## config.mk

```make
export PLATFORM = sky130hd
export DESIGN_NAME = lockable_ctrl_reg
export DESIGN_NICKNAME = d
export VERILOG_FILES = /design/src/rtl/lcr_pkg.sv /design/src/rtl/lcr_addr_dec.sv /design/src/rtl/lcr_lock_bank.sv /design/src/rtl/lcr_key_cmp.sv /design/src/rtl/lcr_ctrl_core.sv /design/src/rtl/lockable_ctrl_reg.sv
export SDC_FILE = /design/constraint.sdc
export NUM_CORES = 1
export LEC_CHECK = 0
export ABC_AREA = 1
export BUFFER_PORTS_ARGS = -buffer_cell sky130_fd_sc_hd__buf_2
export CAP_MARGIN = 10
export CORE_UTILIZATION = 35
export DETAILED_ROUTE_END_ITERATION = 8
export PLACE_DENSITY = 0.72
export SETUP_SLACK_MARGIN = 0.1
export SLEW_MARGIN = 40
export SYNTH_ARGS = -nofsm -noshare
export SYNTH_HDL_FRONTEND = slang
export SYNTH_SLANG_ARGS = --single-unit
```

## constraint.sdc

```tcl
create_clock -name clk -period 2.05 [get_ports clk]
set_input_delay 0.205 -clock clk [delete_from_list [all_inputs] [get_ports clk]]
set_output_delay 0.205 -clock clk [all_outputs]
set_load 0.05 [all_outputs]
```

## src/rtl/lcr_pkg.sv

```systemverilog
package lcr_pkg;

  parameter int DATA_W = 32;
  parameter int ADDR_W = 8;
  parameter int LOCK_W = 5;

  parameter logic [ADDR_W-1:0] OFF_CTRL   = 8'h00;
  parameter logic [ADDR_W-1:0] OFF_LOCK   = 8'h04;
  parameter logic [ADDR_W-1:0] OFF_UNLOCK = 8'h34;

  parameter logic [DATA_W-1:0] CTRL_RST   = 32'h0C00_6000;
  parameter logic [DATA_W-1:0] RO_MASK    = 32'h107F_6000;
  parameter logic [DATA_W-1:0] UNLOCK_KEY = 32'h757B_DF0D;

  // mode field that must be uniform and that a bad key wipes
  parameter int MODE_LSB = 9;
  parameter int MODE_W   = 3;
  parameter int PRIV_BIT = 27;

  localparam logic [DATA_W-1:0] MODE_MASK = ((DATA_W'(1) << MODE_W) - 1) << MODE_LSB;
  localparam logic [DATA_W-1:0] ZAP_MASK  = MODE_MASK | (DATA_W'(1) << PRIV_BIT);

  // control bits guarded by one lock bit
  function automatic logic [DATA_W-1:0] lock_group_mask(input int unsigned idx);
    logic [DATA_W-1:0] m;
    case (idx)
      0:       m = DATA_W'(32'h0000_007F);
      1:       m = DATA_W'(32'h0000_0080);
      2:       m = DATA_W'(32'h0000_0100);
      3:       m = MODE_MASK;
      4:       m = DATA_W'(32'h0000_1000);
      default: m = '0;
    endcase
    return m;
  endfunction

  function automatic logic mode_uniform(input logic [MODE_W-1:0] f);
    return (f == '0) || (f == '1);
  endfunction

  // merge written data with the bits that must hold
  function automatic logic [DATA_W-1:0] merge_keep(input logic [DATA_W-1:0] old_v,
                                                   input logic [DATA_W-1:0] new_v,
                                                   input logic [DATA_W-1:0] keep);
    return (old_v & keep) | (new_v & ~keep);
  endfunction

endpackage

```

## src/rtl/lcr_addr_dec.sv

```systemverilog
module lcr_addr_dec #(
  parameter int ADDR_W = lcr_pkg::ADDR_W
) (
  input  logic [ADDR_W-1:0] addr,
  input  logic              we,
  output logic              sel_ctrl,
  output logic              sel_lock,
  output logic              sel_unlock,
  output logic              ctrl_wr,
  output logic              lock_wr,
  output logic              unlock_wr
);
  always_comb begin
    sel_ctrl   = (addr == lcr_pkg::OFF_CTRL);
    sel_lock   = (addr == lcr_pkg::OFF_LOCK);
    sel_unlock = (addr == lcr_pkg::OFF_UNLOCK);
    ctrl_wr    = we && sel_ctrl;
    lock_wr    = we && sel_lock;
    unlock_wr  = we && sel_unlock;
  end
endmodule

```

## src/rtl/lcr_lock_bank.sv

```systemverilog
module lcr_lock_bank #(
  parameter int DATA_W = lcr_pkg::DATA_W,
  parameter int LOCK_W = lcr_pkg::LOCK_W
) (
  input  logic              clk,
  input  logic              rst_n,
  input  logic              lock_wr,
  input  logic [LOCK_W-1:0] lock_set,
  output logic [LOCK_W-1:0] lock_q,
  output logic [DATA_W-1:0] locked_mask
);
  logic [DATA_W-1:0] grp_term [LOCK_W];

  always_ff @(posedge clk or negedge rst_n) begin
    if (!rst_n)       lock_q <= '0;
    else if (lock_wr) lock_q <= lock_q | lock_set;
  end

  for (genvar g = 0; g < LOCK_W; g++) begin : g_grp
    assign grp_term[g] = lock_q[g] ? lcr_pkg::lock_group_mask(g) : '0;
  end

  always_comb begin
    locked_mask = '0;
    for (int g = 0; g < LOCK_W; g++) locked_mask = locked_mask | grp_term[g];
  end
endmodule

```

## src/rtl/lcr_key_cmp.sv

```systemverilog
module lcr_key_cmp #(
  parameter int DATA_W = lcr_pkg::DATA_W
) (
  input  logic              unlock_wr,
  input  logic [DATA_W-1:0] wdata,
  output logic              key_bad,
  output logic              bad_evt
);
  always_comb begin
    key_bad = (wdata != lcr_pkg::UNLOCK_KEY);
    bad_evt = unlock_wr && key_bad;
  end
endmodule

```

## src/rtl/lcr_ctrl_core.sv

```systemverilog
module lcr_ctrl_core #(
  parameter int DATA_W = lcr_pkg::DATA_W
) (
  input  logic              clk,
  input  logic              rst_n,
  input  logic              ctrl_wr,
  input  logic              bad_evt,
  input  logic [DATA_W-1:0] wdata,
  input  logic [DATA_W-1:0] locked_mask,
  output logic [DATA_W-1:0] ctrl_q,
  output logic              cfg_err,
  output logic              incons_evt
);
  import lcr_pkg::*;

  logic [DATA_W-1:0] keep_mask;
  logic [DATA_W-1:0] wr_val;
  logic [DATA_W-1:0] zap_val;

  always_comb begin
    keep_mask  = RO_MASK | locked_mask;
    wr_val     = merge_keep(ctrl_q, wdata, keep_mask);
    zap_val    = ctrl_q & ~(ZAP_MASK & ~locked_mask);
    incons_evt = ctrl_wr && !mode_uniform(wr_val[MODE_LSB +: MODE_W]);
  end

  always_ff @(posedge clk or negedge rst_n) begin
    if (!rst_n)       ctrl_q <= CTRL_RST;
    else if (ctrl_wr) ctrl_q <= wr_val;
    else if (bad_evt) ctrl_q <= zap_val;
  end

  always_ff @(posedge clk or negedge rst_n) begin
    if (!rst_n)          cfg_err <= 1'b0;
    else if (incons_evt) cfg_err <= 1'b1;
  end
endmodule

```

## src/rtl/lockable_ctrl_reg.sv

```systemverilog
module lockable_ctrl_reg #(
  parameter int DATA_W = lcr_pkg::DATA_W,
  parameter int ADDR_W = lcr_pkg::ADDR_W,
  parameter int LOCK_W = lcr_pkg::LOCK_W
) (
  input  logic              clk,
  input  logic              rst_n,
  input  logic [ADDR_W-1:0] bus_addr,
  input  logic              bus_we,
  input  logic [DATA_W-1:0] bus_wdata,
  output logic [DATA_W-1:0] bus_rdata,
  output logic [DATA_W-1:0] ctrl_q,
  output logic [LOCK_W-1:0] lock_q,
  output logic              cfg_err
);
  logic              sel_ctrl, sel_lock, sel_unlock;
  logic              ctrl_wr, lock_wr, unlock_wr;
  logic              key_bad, bad_evt, incons_evt;
  logic [DATA_W-1:0] locked_mask;

  lcr_addr_dec #(.ADDR_W(ADDR_W)) u_dec (
    .addr(bus_addr), .we(bus_we),
    .sel_ctrl(sel_ctrl), .sel_lock(sel_lock), .sel_unlock(sel_unlock),
    .ctrl_wr(ctrl_wr), .lock_wr(lock_wr), .unlock_wr(unlock_wr)
  );

  lcr_lock_bank #(.DATA_W(DATA_W), .LOCK_W(LOCK_W)) u_lock (
    .clk(clk), .rst_n(rst_n), .lock_wr(lock_wr),
    .lock_set(bus_wdata[LOCK_W-1:0]),
    .lock_q(lock_q), .locked_mask(locked_mask)
  );

  lcr_key_cmp #(.DATA_W(DATA_W)) u_key (
    .unlock_wr(unlock_wr), .wdata(bus_wdata),
    .key_bad(key_bad), .bad_evt(bad_evt)
  );

  lcr_ctrl_core #(.DATA_W(DATA_W)) u_ctrl (
    .clk(clk), .rst_n(rst_n), .ctrl_wr(ctrl_wr), .bad_evt(bad_evt),
    .wdata(bus_wdata), .locked_mask(locked_mask),
    .ctrl_q(ctrl_q), .cfg_err(cfg_err), .incons_evt(incons_evt)
  );

  // the unlock location reads as zero, like unmapped space
  always_comb begin
    bus_rdata = '0;
    if (sel_ctrl)      bus_rdata = ctrl_q;
    else if (sel_lock) bus_rdata = DATA_W'(lock_q);
  end
endmodule

```

# ---- Yosys cells after proc, flatten, opt, wreduce, memory -nomap -nowiden
# Cells that the tools add are included.
dict set report totals {
  memories 0
  ram_bits 0
  word_cells 38
  ff_bits 38
  romBits 0
  latch_bits 0
  output_inout_bits 70
}
dict set report classes {
  addsub 0
  n_mux 9
  div 0
  bitwise 12
  shifts 0
  magnitude_cmp 0
  n_reduce_logical 10
  multipliers 0
  n_eq_ne 4
}
# operator n
set ops {}
lappend ops {{32-bit bitwise OR} 4}
lappend ops {{32-bit bitwise AND} 3}
lappend ops {{32-bit two-way mux} 3}
lappend ops {{32-bit by 31-bit != test with 1-bit output (second input constant)} 1}
lappend ops {{28-bit NOT with 32-bit output} 1}
lappend ops {{32-bit NOT} 1}
lappend ops {{32-bit by 13-bit bitwise OR with 32-bit output} 1}
lappend ops {{28-bit NOT} 1}
lappend ops {{13-bit two-way mux} 1}
lappend ops {{12-bit two-way mux} 1}
lappend ops {{9-bit two-way mux} 1}
lappend ops {{8-bit by 3-bit == test with 1-bit output (second input constant)} 1}
lappend ops {{8-bit by 6-bit == test with 1-bit output (second input constant)} 1}
lappend ops {{8-bit logical NOT} 1}
lappend ops {{8-bit two-way mux} 1}
lappend ops {{7-bit two-way mux} 1}
lappend ops {{1-bit logical AND} 5}
lappend ops {{5-bit two-way mux} 1}
lappend ops {{5-bit bitwise OR} 1}
lappend ops {{3-bit == test (second input constant)} 1}
lappend ops {{3-bit logical NOT} 1}
lappend ops {{2-bit nonzero test} 1}
lappend ops {{1-bit logical NOT} 1}
lappend ops {{1-bit logical OR} 1}

# ---- Longest topological paths before layout
# Gate-level depths: netlist (run 1).
dict set report depth {
  depth_word 12
  ltp_mapped 10
  mapped_depth_nobuf 10
}

# ---- By module
# From an unflattened synthesis (run 1), not the netlist that was laid out.
dict set report unflattened {
  cells_unflattened 322
  area_unflattened_um2 2313.5
}
# module cells_each area_per_inst_um2 seq_area_each_um2 instances
set modules_own_cells {}
lappend modules_own_cells {lcr_ctrl_core 123 1258.7 578.1 1}
lappend modules_own_cells {lcr_lock_bank 53 425.4 125.1 1}
lappend modules_own_cells {lockable_ctrl_reg 74 340.3 0.0 1}
lappend modules_own_cells {lcr_key_cmp 45 183.9 0.0 1}
lappend modules_own_cells {lcr_addr_dec 27 105.1 0.0 1}

# ---- Worst setup path before layout (run 1)
# OpenSTA, ideal clock, no wires.
dict set report synth_path {
  path_kind {reg2out}
  startpoint {reg u_lock.lock_q[3]}
  endpoint {out bus_rdata[3]}
  stages_incl_launch_ff 3
  setup_slack_ps 205
  arrival_time_ps 1640
  path_cell_list {dfrtp_1 -> inv_1 -> o22ai_1}
}
dict set report synth_via {
  elab_chain_len 2
}
# element line
set synth_rtl {}
lappend synth_rtl {{start, declared} lcr_lock_bank.sv:9} ;# output logic [LOCK_W-1:0] lock_q,
lappend synth_rtl {{start signal, assigned} lcr_lock_bank.sv:16} ;# else if (lock_wr) lock_q <= lock_q | lock_set;
lappend synth_rtl {{5-bit two-way mux} lockable_ctrl_reg.sv:48} ;# else if (sel_lock) bus_rdata = DATA_W'(lock_q);
lappend synth_rtl {{32-bit two-way mux} lockable_ctrl_reg.sv:47} ;# if (sel_ctrl) bus_rdata = ctrl_q;
lappend synth_rtl {{end, declared} lockable_ctrl_reg.sv:11} ;# output logic [DATA_W-1:0] bus_rdata,
# No other way between the ends.

# ---- Worst setup path after layout (run 1)
dict set report layout_path {
  startpoint {in bus_addr[7]}
  endpoint {out bus_rdata[4]}
}
dict set report layout_via {
  elab_chain_len 3
  word_cells_on_any_way 4
  classes_between {1 x eq/ne; 2 x mux; 1 x reduce/logical}
}
# element line
set layout_rtl {}
lappend layout_rtl {{start, declared} lockable_ctrl_reg.sv:8} ;# input logic [ADDR_W-1:0] bus_addr,
lappend layout_rtl {{8-bit by 3-bit == test with 1-bit output} lcr_addr_dec.sv:15} ;# sel_lock = (addr == lcr_pkg::OFF_LOCK);
lappend layout_rtl {{5-bit two-way mux} lockable_ctrl_reg.sv:48}
lappend layout_rtl {{32-bit two-way mux *} lockable_ctrl_reg.sv:47}
# Every way passes the cells marked *; elsewhere a longest branch is shown, timed or not.

==> results of run 1 <==
area by class of cell:
type,count,area share [%]
Clock buffer,4,2.48
Inverter,43,7.33
Multi-Input combinational cell,162,33.1
Sequential cell,28,31.7
Tap cell,67,3.78
Timing Repair Buffer,95,21.7
report_power, final:
| group | switching, mW | leakage (nW) | internal (mW) | total (mW) |
|---|---|---|---|---|
| combinational | 0.182 | 0.993 | 0.0538 | 0.236 |
| clock | 0.172 | 0.0288 | 0.172 | 0.343 |
| sequential | 0.00684 | 0.287 | 0.566 | 0.573 |
| total | 0.361 | 1.31 | 0.792 | 1.15 |
final timing paths:
path / cells past startpoint / from / slack, ns / to
min in group asynchronous: 2 / rst_n / 0.48 / u_ctrl.ctrl_q[10]$_DFFE_PN0P_
worst max register to register: 5 / u_lock.lock_q[3]$_DFFE_PN0P_ / 0.86 / u_ctrl.cfg_err$_DFFE_PN0P_
max in group asynchronous: 2 / rst_n / 1.15 / u_lock.lock_q[0]$_DFFE_PN0P_
worst min-delay path: 3 / bus_wdata[27] / 0.14 / u_ctrl.ctrl_q[27]$_DFFE_PN1P_
worst max-delay path: 7 / bus_addr[7] / 0.33 / bus_rdata[4]
worst min register to register: 2 / u_ctrl.ctrl_q[27]$_DFFE_PN1P_ / 0.50 / u_ctrl.ctrl_q[27]$_DFFE_PN1P_
cells by family (layout without fill, tap and decap cells):
group / after synthesis / in the layout
buffers and inverters: 68 / 142
AOI/OAI and AO/OA: 29 / 29
DFF: 28 / 28
and+or+nand+nor: 115 / 115
other: 2 / 18
worst reg2reg max path, delay by kind of cell, from the launching register on:
kind,cells,cell delay [ns]
buffers and inverters,1,0.15
AO/OA/AOI/OAI,1,0.10
flip-flops,1,0.45
AND/OR/NAND/NOR,3,0.37
sequential cells by signal, indices dropped and copies added (netlist names):
signal and count:
u_ctrl.cfg_err 1, u_ctrl.ctrl_q 22, u_lock.lock_q 5
routing by layer:
metal	wire [um]	track usage (%)
met4	17	3.70
met5	0	0
met2	1930	28.7
met1	1980	22.5
met3	201	2.64
stage by stage:
stage                     power [mW]  std cells  worst slack [ns]
after global placement         0.817        394             0.363
after global routing            1.22        399             0.172
after floorplan                0.766        258             0.205
after CTS                       1.17        399             0.318
final                           1.15        399             0.334
after detailed placement       0.820        394             0.315
cells in the final DEF (no fill, tap or decap):
master / synthesis / final
nand2_1: 60 / 60
dfstp_2: 2 / 2
dlygate4sd3_1: 0 / 1
nor2_4: 1 / 1
clkinv_2: 1 / 1
o22ai_1: 5 / 5
nor2_2: 2 / 2
nor2_1: 30 / 30
o21ai_1: 7 / 7
buf_2: 2 / 94
nor3_1: 4 / 4
nand2_2: 4 / 4
inv_1: 42 / 42
nor2_8: 1 / 1
dfrtp_1: 26 / 26
o21ai_2: 3 / 3
a21oi_1: 3 / 3
o21ai_0: 10 / 10
nand3_1: 11 / 11
o21bai_1: 1 / 1
clkbuf_8: 0 / 4
conb_1: 2 / 18
nand2_4: 1 / 1
nor3b_1: 1 / 1
==> key figures, run 1 <==
Setup path
  – Kind of critical path: in2out
  – Critical path's top delay family: buffers and inverters
  – Setup crit start kind: input port
  – Top cell by count, worst path: buf_2
  – CP bufs+invs: 3
  – Setup crit end kind: output port
  – Critical path's slowest cell: inv_1
  – Worst-path fanout max: 22
  – CP arrival: 1.51 ns
  – Slowest stage delay, CP: 0.32 ns
  – Worst path required time: 1.85 ns
  – CP Cell Sequence: buf_2, nor2_2, nand2_2, nor2_4, inv_1, o22ai_1, buf_2

Layout
  – Area occupied by registers: 703 sq um
  – Area growth syn-to-layout: 28.3%
  – Diode count: 0
  – Area occupied by multi-input gates: 733 sq um
  – Fraction of layout cells with a size suffix above 1: 34.0%
  – Design area: 2220 sq um
  – Fillers: 497
  – Final #Nets: 376
  – Fin util: a little under half

Drt
  – Routed len/inst: 10.4 um
  – Drt first pass iters: 4
  – Via count: approximately 1700
  – Final WL: 4130 um
  – Iter 0 DRT Violations: 63
  – Routed vias/inst: 4.20
  – ANT nets after route: 0
  – # DRC: 0

Global route
  – First-pass GRT wire length: 6870 um
  – Largest net degree at the start of global routing: 29
  – Number of global-route vias before repair: 1500
  – Initial antenna violation count: 0
  – Gr usage total: between 15 and 20%
  – Gr ovfl total: 0

Logic synthesis
  – Post-Syn Instances: 242
  – Post-synthesis xor/xnor area fraction: 0%
  – Ys async rst share: 100%
  – Combinational family with the most area after synthesis: simple AND/OR/NAND/NOR gates
  – Post-synth cell types: 26
  – Synth top cells by count: 60 x nand2_1, 42 x inv_1, 30 x nor2_1
  – Post-synthesis sequential area ratio: 40.7%
  – Syn. warnings: 0
  – Synth area leader: dfrtp_1
  – Compound-Gate Fraction of Synth Area: 9.55%
  – Syn Std Cell Area: 1730 sq um
  – Top area cells in the synthesized netlist: dfrtp_1 38%, nand2_1 13%, inv_1 9.1%, buf_4 8.7%, nor2_1 6.5%
  – EDFF count, synth: 0
  – Count leader, synth: nand2_1
  – Share of the synthesized area in the top cell type: between 30 and 40%
  – Syn avg cell area: 7.15 sq um
  – Post-synthesis mux area share: 0%
  – Area share of and/or/nand/nor cells after synthesis: 28.9%
  – Seq cells post-synth: 28
  – Post-synthesis adder-cell area fraction: 0%
  – Synth Flop Type: dfrtp_1

Flow run
  – Max_cap viols: 0

STA
  – Peak Freq: approximately 0.58 GHz
  – Final Hold Viols: 0
  – Layout Skew: 0.00413 ns
  – Worst Tran Pin Value: 0.705 ns
  – Final Cycle Share: 83.7%
  – RSZ-0062 raised after global routing: false
  – Final setup violation count: 0
  – WHS: 0.145 ns
  – Tmin final: 1.72 ns
  – Slew headroom: 52.9%
  – Fin Setup TNS: 0 ns
  – Max-slew violations: 0

Place
  – DP HPWL: 3330 um
  – Area after DPL: around 2200 sq um
  – Placer Congestion: ~0.79
  – Port-buffer cells: 94

Power
  – Power per cell area: around 520 nW/um^2
  – Leakage: 1.31 nW
  – Maximum vdd drop: 273 uV

Floorplanning
  – Die span in y: 72.3 um
  – Die area: between 5000 and 6000 sq um
  – Io pins: 113
  – Die X: 72.3 um
  – Site Rows: 25
  – Initial core utilization: a little over a third
  – Core region area: between 4000 and 5000 sq um

Clocking
  – CTS Hold Bufs: 1
  – CTS H-tree lvls: 1
  – Worst-case clock buffer depth: 2
  – CTS Buf Count: 3
  – Post-CTS Setup Bufs: 0
  – Root Buffer: clkbuf_8
  – Clk slew on worst S/H paths: 0.09 ns
  – CTS sink cnt: 28
  – Post-CTS Resized: 0
  – CTS tree: built
  – Clock latency on the worst-skew pair: ~0.27 ns

Hold path
  – Worst Hold Class: in2reg

Status
  – Outcome: completed
Power figures use the tool's default switching activity.
==> inputs of run 2 (changes only) <==
Clock period 2.05 ns to 1.6 ns, I/O delays scaled along.
==> run 2 against run 1 <==
  * Core utilization grew 2.8 points
  * Die area is the same
  * Final cell count grew 0.75%
  * Combinational power grew 30%
  * Hold slack lost 0.052 ns
  * Wire length grew 6.1%
  * Sequential share of layout area shrank 1.7 points
  * Global-route usage grew 0.12 points
  * Setup slack lost 0.16 ns
  * Critical endpoint is now bus_rdata[3]
  * Highest routed layer unchanged
==> key figures, run 2 (same netlist as run 1, synthesis figures left out) <==
Status
  – Outcome: completed

Setup path
  – Critical path's top delay family: flip-flops
  – Setup crit end kind: output port
  – FF-to-FF End: u_ctrl.cfg_err$_DFFE_PN0P_
  – CP arrival: approximately 1.3 ns
  – Reg2reg path depth: 6
  – Worst-path fanout max: 5
  – Slowest stage delay, CP: ~0.42 ns
  – CP bufs+invs: 2
  – Setup crit start kind: flop
  – Critical path's slowest cell: dfrtp_1
  – CP Cell Sequence: inv_1, o22ai_2, clkbuf_4
  – Kind of critical path: reg2out
  – Worst path required time: between 1 and 1.5 ns
  – FF-to-FF setup slack: around 0.48 ns
  – R2R Path Start: u_lock.lock_q[3]$_DFFE_PN0P_

Floorplanning
  – Io pins: 113
  – Core region area: 4720 sq um
  – Die area: 5230 sq um
  – Initial core utilization: 36.6%
  – Die X: 72.3 um
  – Die span in y: 72.3 um
  – Site Rows: 25

STA
  – Final setup violation count: 0
  – Final Cycle Share: ~90%
  – RSZ-0062 raised after global routing: true
  – WHS: 0.0934 ns
  – Slew headroom: 58.1%
  – Layout Skew: 0.00286 ns
  – Worst Tran Pin Value: roughly 0.63 ns
  – Peak Freq: 0.700 GHz
  – Max-slew violations: 0
  – Tmin final: 1.43 ns
  – Final Hold Viols: 0

Flow run
  – Max_cap viols: 0

Global route
  – Met3 Use GR: 2.50%
  – Largest net degree at the start of global routing: 29
  – Number of global-route vias before repair: roughly 1600
  – GR Util met1: between 20% and 30%
  – Gr usage total: between 15 and 20%
  – Most Used Layer, Global Route: met2
  – First-pass GRT wire length: approximately 7000 um
  – Gr ovfl total: 0
  – Initial antenna violation count: 0
  – Met2 Usage GRT: 30.8%

Drt
  – Final WL: 4380 um
  – Drt first pass iters: 5
  – Routed len/inst: 10.9 um
  – # DRC: 0
  – Routed vias/inst: 4.32
  – Iter 0 DRT Violations: 91
  – ANT nets after route: 0
  – Via count: between 1500 and 2000

Place
  – Area after DPL: roughly 2200 sq um
  – Placer Congestion: roughly 0.79
  – DP HPWL: 3480 um
  – Port-buffer cells: 94

Layout
  – Design area: 2350 sq um
  – Fraction of layout cells with a size suffix above 1: 37.6%
  – Commonest non-fill, non-tap cell in the layout: buf_2
  – Largest register FFs: 22
  – Commonest non-fill, non-tap cells in the layout: 74 x buf_2, 60 x nand2_1, 42 x inv_1
  – Area occupied by registers: between 700 and 800 sq um
  – Largest register by flop count: u_ctrl.ctrl_q
  – Diode count: 0
  – Area growth syn-to-layout: 35.9%
  – Fillers: 475
  – Area occupied by multi-input gates: ~770 sq um
  – Largest registers: u_ctrl.ctrl_q: 22 flops, u_lock.lock_q: 5 flops, u_ctrl.cfg_err: 1 flops
  – Final #Nets: 379

Clocking
  – CTS tree: built
  – Worst-case clock buffer depth: 2
  – Root Buffer: clkbuf_8
  – CTS sink cnt: 28
  – CTS Buf Count: 3
  – CTS H-tree lvls: 1
  – Clk slew on worst S/H paths: around 0.1 ns
  – Clock latency on the worst-skew pair: between 0.2 and 0.3 ns
  – Post-CTS Setup Bufs: 0

Power
  – P_int: 1.13 mW
  – Leakage: 1.34 nW
  – Maximum vdd drop: 376 uV
  – Sw Ratio: 29.5%
  – Combinational Power Share: 19.1%
  – NetSw: between 0.4 and 0.5 mW
  – Part of the power in registers: 45.8%
  – Clock power frac: between 30% and 40%
  – Power per cell area: 683 nW/um^2

Hold path
  – Min-Delay Path Depth: 3
  – Worst Hold Class: in2reg
  – Worst Min Path Start: bus_wdata[27]
  – Hold Path End: u_ctrl.ctrl_q[27]$_DFFE_PN1P_
## run 2: layer usage
layer  part of all wire (%)  vias to the layer above
met5                      0                        -
met4                   0.75                        0
met3                    5.0                        4
met2                     51                       69
met1                     43                      781
li1                       -                      881
## run 2: repair_timing
| item | in CTS | in global routing |
|---|---|---|
| hold buffers | 1 | 0 |
| resized for setup | 0 | 26 |
| hold endpoints to repair | 26 | 0 |
| setup endpoints to repair | 0 | 20 |
## run 2: worst max path at each step
stage                                            start       endpoint  slack (ns)  cells past startpoint
after floorplan                            bus_addr[7]  bus_rdata[11]       -0.01                      6
after global placement                     bus_addr[7]   bus_rdata[2]        0.20                      7
after detailed placement                   bus_addr[7]   bus_rdata[1]        0.15                      8
after CTS                 u_lock.lock_q[3]$_DFFE_PN0P_   bus_rdata[3]        0.14                      3
after global routing                       bus_addr[7]  bus_rdata[27]        0.08                      8
final                     u_lock.lock_q[3]$_DFFE_PN0P_   bus_rdata[3]        0.17                      3
## run 2: final cells by class
class	count	area share, %
clock buffers	3	1.76
clock inverters	1	1.28
inverters	43	6.92
multi-input cells	162	33.0
flip-flops and latches	28	30.0
well taps	67	3.57
repair buffers	98	23.5
## run 2: worst min-delay path, delay by kind of cell
| family | cells | cell delay [ns] |
|---|---|---|
| buffers and inverters | 1 | 0.11 |
| and+or+nand+nor | 2 | 0.11 |
## run 2: through the flow
step,setup slack [ns],setup TNS (ns),cells,util [%],total power [mW]
after CTS,0.142,0,402,48.7,1.62
after global routing,0.0819,0,402,49.7,1.67
after detailed placement,0.146,0,397,47.0,1.05
final,0.172,0,402,49.7,1.60
after floorplan,-0.0131,-0.160,258,-,0.982
after global placement,0.199,0,397,47.0,1.05
## run 2: power by group through the flow
stage	clock, mW	sequential (mW)	combinational, mW
after global placement	0	0.747	0.301
final	0.563	0.735	0.306
after CTS	0.573	0.735	0.308
after floorplan	0	0.806	0.177
after global routing	0.600	0.736	0.331
after detailed placement	0	0.749	0.305
==> inputs of run 3 (changes only) <==
Settings changed: RECOVER_POWER set to 100, TNS_END_PERCENT set to 10.
==> run 3 against run 2 <==
  * Clock power is essentially flat
  * Final cell count is the same
  * Setup slack lost 0.037 ns
  * Non-clock buffer count is the same
  * Critical path type is now in2out
  * Sequential share of layout area grew 1.8 points
  * Combinational power shrank 2%
  * Highest routed layer unchanged
  * Global-route usage grew 1.2 points
==> key figures, run 3 (same netlist as run 1, synthesis figures left out) <==
Power
  – Maximum vdd drop: 389 uV
  – Leakage: 1.22 nW
  – Power per cell area: just over 700 nW/um^2

Setup path
  – Top cell by count, worst path: buf_2
  – Worst-path fanout max: 11
  – Worst path required time: 1.44 ns
  – CP arrival: ~1.3 ns
  – CP Cell Sequence: buf_2, nor2_2, nand2_1, nor2_4, inv_1, buf_4, o22ai_1, buf_2
  – FF-to-FF setup slack: 0.44 ns
  – Critical path's slowest cell: buf_2
  – Setup crit end kind: output port
  – R2R Path Start: u_lock.lock_q[0]$_DFFE_PN0P_
  – Setup crit start kind: input port
  – Reg2reg path depth: 2
  – Slowest stage delay, CP: 0.28 ns
  – FF-to-FF End: u_ctrl.ctrl_q[5]$_DFFE_PN0P_
  – Kind of critical path: in2out

STA
  – Worst Tran Pin Value: 0.715 ns
  – Fin Setup TNS: 0 ns
  – Final Cycle Share: 91.6%
  – Max-slew violations: 0
  – Layout Skew: 0.00426 ns
  – Slew headroom: 52.3%
  – Final setup violation count: 0
  – RSZ-0062 raised after global routing: true
  – Final Hold Viols: 0
  – Tmin final: 1.47 ns
  – Peak Freq: 0.683 GHz

Drt
  – Routed vias/inst: around 4.3
  – Drt first pass iters: 4
  – Final WL: 4450 um
  – Via count: 1731
  – ANT nets after route: 0
  – Iter 0 DRT Violations: 40
  – Routed len/inst: between 10 and 15 um
  – # DRC: 0

Floorplanning
  – Initial core utilization: 36.6%
  – Die X: roughly 72 um
  – Site Rows: 25
  – Die area: 5230 sq um
  – Io pins: around 110
  – Die span in y: 72.3 um
  – Core region area: 4720 sq um

Clocking
  – Worst-case clock buffer depth: 2
  – Clock latency on the worst-skew pair: 0.27 ns
  – CTS H-tree lvls: 1
  – CTS tree: built
  – CTS sink cnt: 28
  – Clk slew on worst S/H paths: 0.10 ns
  – Root Buffer: clkbuf_8
  – CTS Buf Count: 3

Global route
  – Gr ovfl total: 0
  – Largest net degree at the start of global routing: 29
  – Met2 Usage GRT: 31.8%
  – GR Util met1: a little under a quarter
  – Gr usage total: a little under a fifth
  – Number of global-route vias before repair: 1636
  – First-pass GRT wire length: 7330 um
  – Most Used Layer, Global Route: met2
  – Initial antenna violation count: 0
  – Met3 Use GR: approximately 2.6%

Layout
  – Area occupied by registers: 704 sq um
  – Design area: between 2000 and 2500 sq um
  – Final #Nets: 379
  – Largest register by flop count: u_ctrl.ctrl_q
  – Fin util: 46.9%
  – Largest registers: u_ctrl.ctrl_q: 22 flops, u_lock.lock_q: 5 flops, u_ctrl.cfg_err: 1 flops
  – Largest register FFs: 22
  – Diode count: 0
  – Commonest non-fill, non-tap cell in the layout: nand2_1
  – Commonest non-fill, non-tap cells in the layout: 61 x nand2_1, 47 x buf_2, 42 x inv_1
  – Area occupied by multi-input gates: 728 sq um
  – Fraction of layout cells with a size suffix above 1: 25.4%
  – Area growth syn-to-layout: 28.0%
  – Fillers: 527

Place
  – Placer Congestion: approximately 0.85
  – Port-buffer cells: 94
  – DP HPWL: around 3600 um
  – Area after DPL: 2200 sq um

Hold path
  – Hold Path End: u_ctrl.ctrl_q[27]$_DFFE_PN1P_
  – Worst Min Path Start: bus_wdata[27]
  – Min-Delay Path Depth: 3
  – Worst Hold Class: in2reg

Status
  – Outcome: completed

Flow run
  – Max_cap viols: 0
## run 3: changes by cell type in the layout (fill, tap and decap cells not counted), moves of 2 or more
cell | before | now
o21ai_1 | 7 | 2
clkbuf_1 | 0 | 32
o21ai_2 | 3 | 1
clkbuf_2 | 0 | 15
clkbuf_4 | 14 | 1
buf_2 | 74 | 47
o22ai_2 | 5 | 3
o21ai_0 | 10 | 17
nor2_2 | 6 | 3
buf_4 | 9 | 2
o22ai_1 | 0 | 2
nor2_1 | 26 | 30
## run 3: report_power, final
part           leakage (nW)  switching, mW  internal (mW)
logic                 0.901          0.236         0.0640
clock network        0.0357          0.230          0.335
registers             0.286         0.0100          0.726
## run 3: cell type report
type | count | share of cell area (%)
clock buffer | 3 | 1.87
timing repair buffer | 98 | 20.9
multi-input combinational | 162 | 32.9
clock inverter | 1 | 1.36
inverter | 43 | 7.35
tap | 67 | 3.79
sequential | 28 | 31.8
## run 3: how the worst max path moves through the flow
stage,start,end,cells after the start
final,bus_addr[7],bus_rdata[1],8
after global routing,bus_addr[7],bus_rdata[0],8
after CTS,u_lock.lock_q[3]$_DFFE_PN0P_,bus_rdata[3],3
after detailed placement,bus_addr[7],bus_rdata[1],8
after global placement,bus_addr[3],bus_rdata[1],8
after floorplan,u_lock.lock_q[1]$_DFFE_PN0P_,bus_rdata[1],2
## run 3: layer usage
metal | routed length [um] | vias to the layer above
met5 | 0 | -
met1 | 2020 | 793
met3 | 205 | 4
met4 | 33 | 0
li1 | - | 878
met2 | 2190 | 56
## run 3: stage by stage
| stage | setup slack (ns) | hold slack (ns) | power [mW] | std cells |
|---|---|---|---|---|
| 6_report | 0.135 | 0.105 | 1.60 | 402 |
| 5_1_grt | 0.0449 | 0.100 | 1.67 | 402 |
| 4_1_cts | 0.148 | 0.0921 | 1.62 | 402 |
| 3_5_place_dp | 0.151 | 0.221 | 1.05 | 397 |
| 3_3_place_gp | 0.197 | 0.222 | 1.05 | 397 |
| 2_1_floorplan | -0.109 | -0.136 | 0.982 | 258 |
## run 3: timing repair
action                                  CTS  global route
resized for setup                         0             1
endpoints found under the setup margin    0             9
hold endpoints to repair                 26             0
setup buffers                             0             0
hold buffers                              1             0
## run 3: worst max-delay path, delay by kind of cell
family / cells / cell delay [ns]
buffers and inverters: 4 / 0.65
AND/OR/NAND/NOR: 3 / 0.39
AO/OA/AOI/OAI: 1 / 0.11
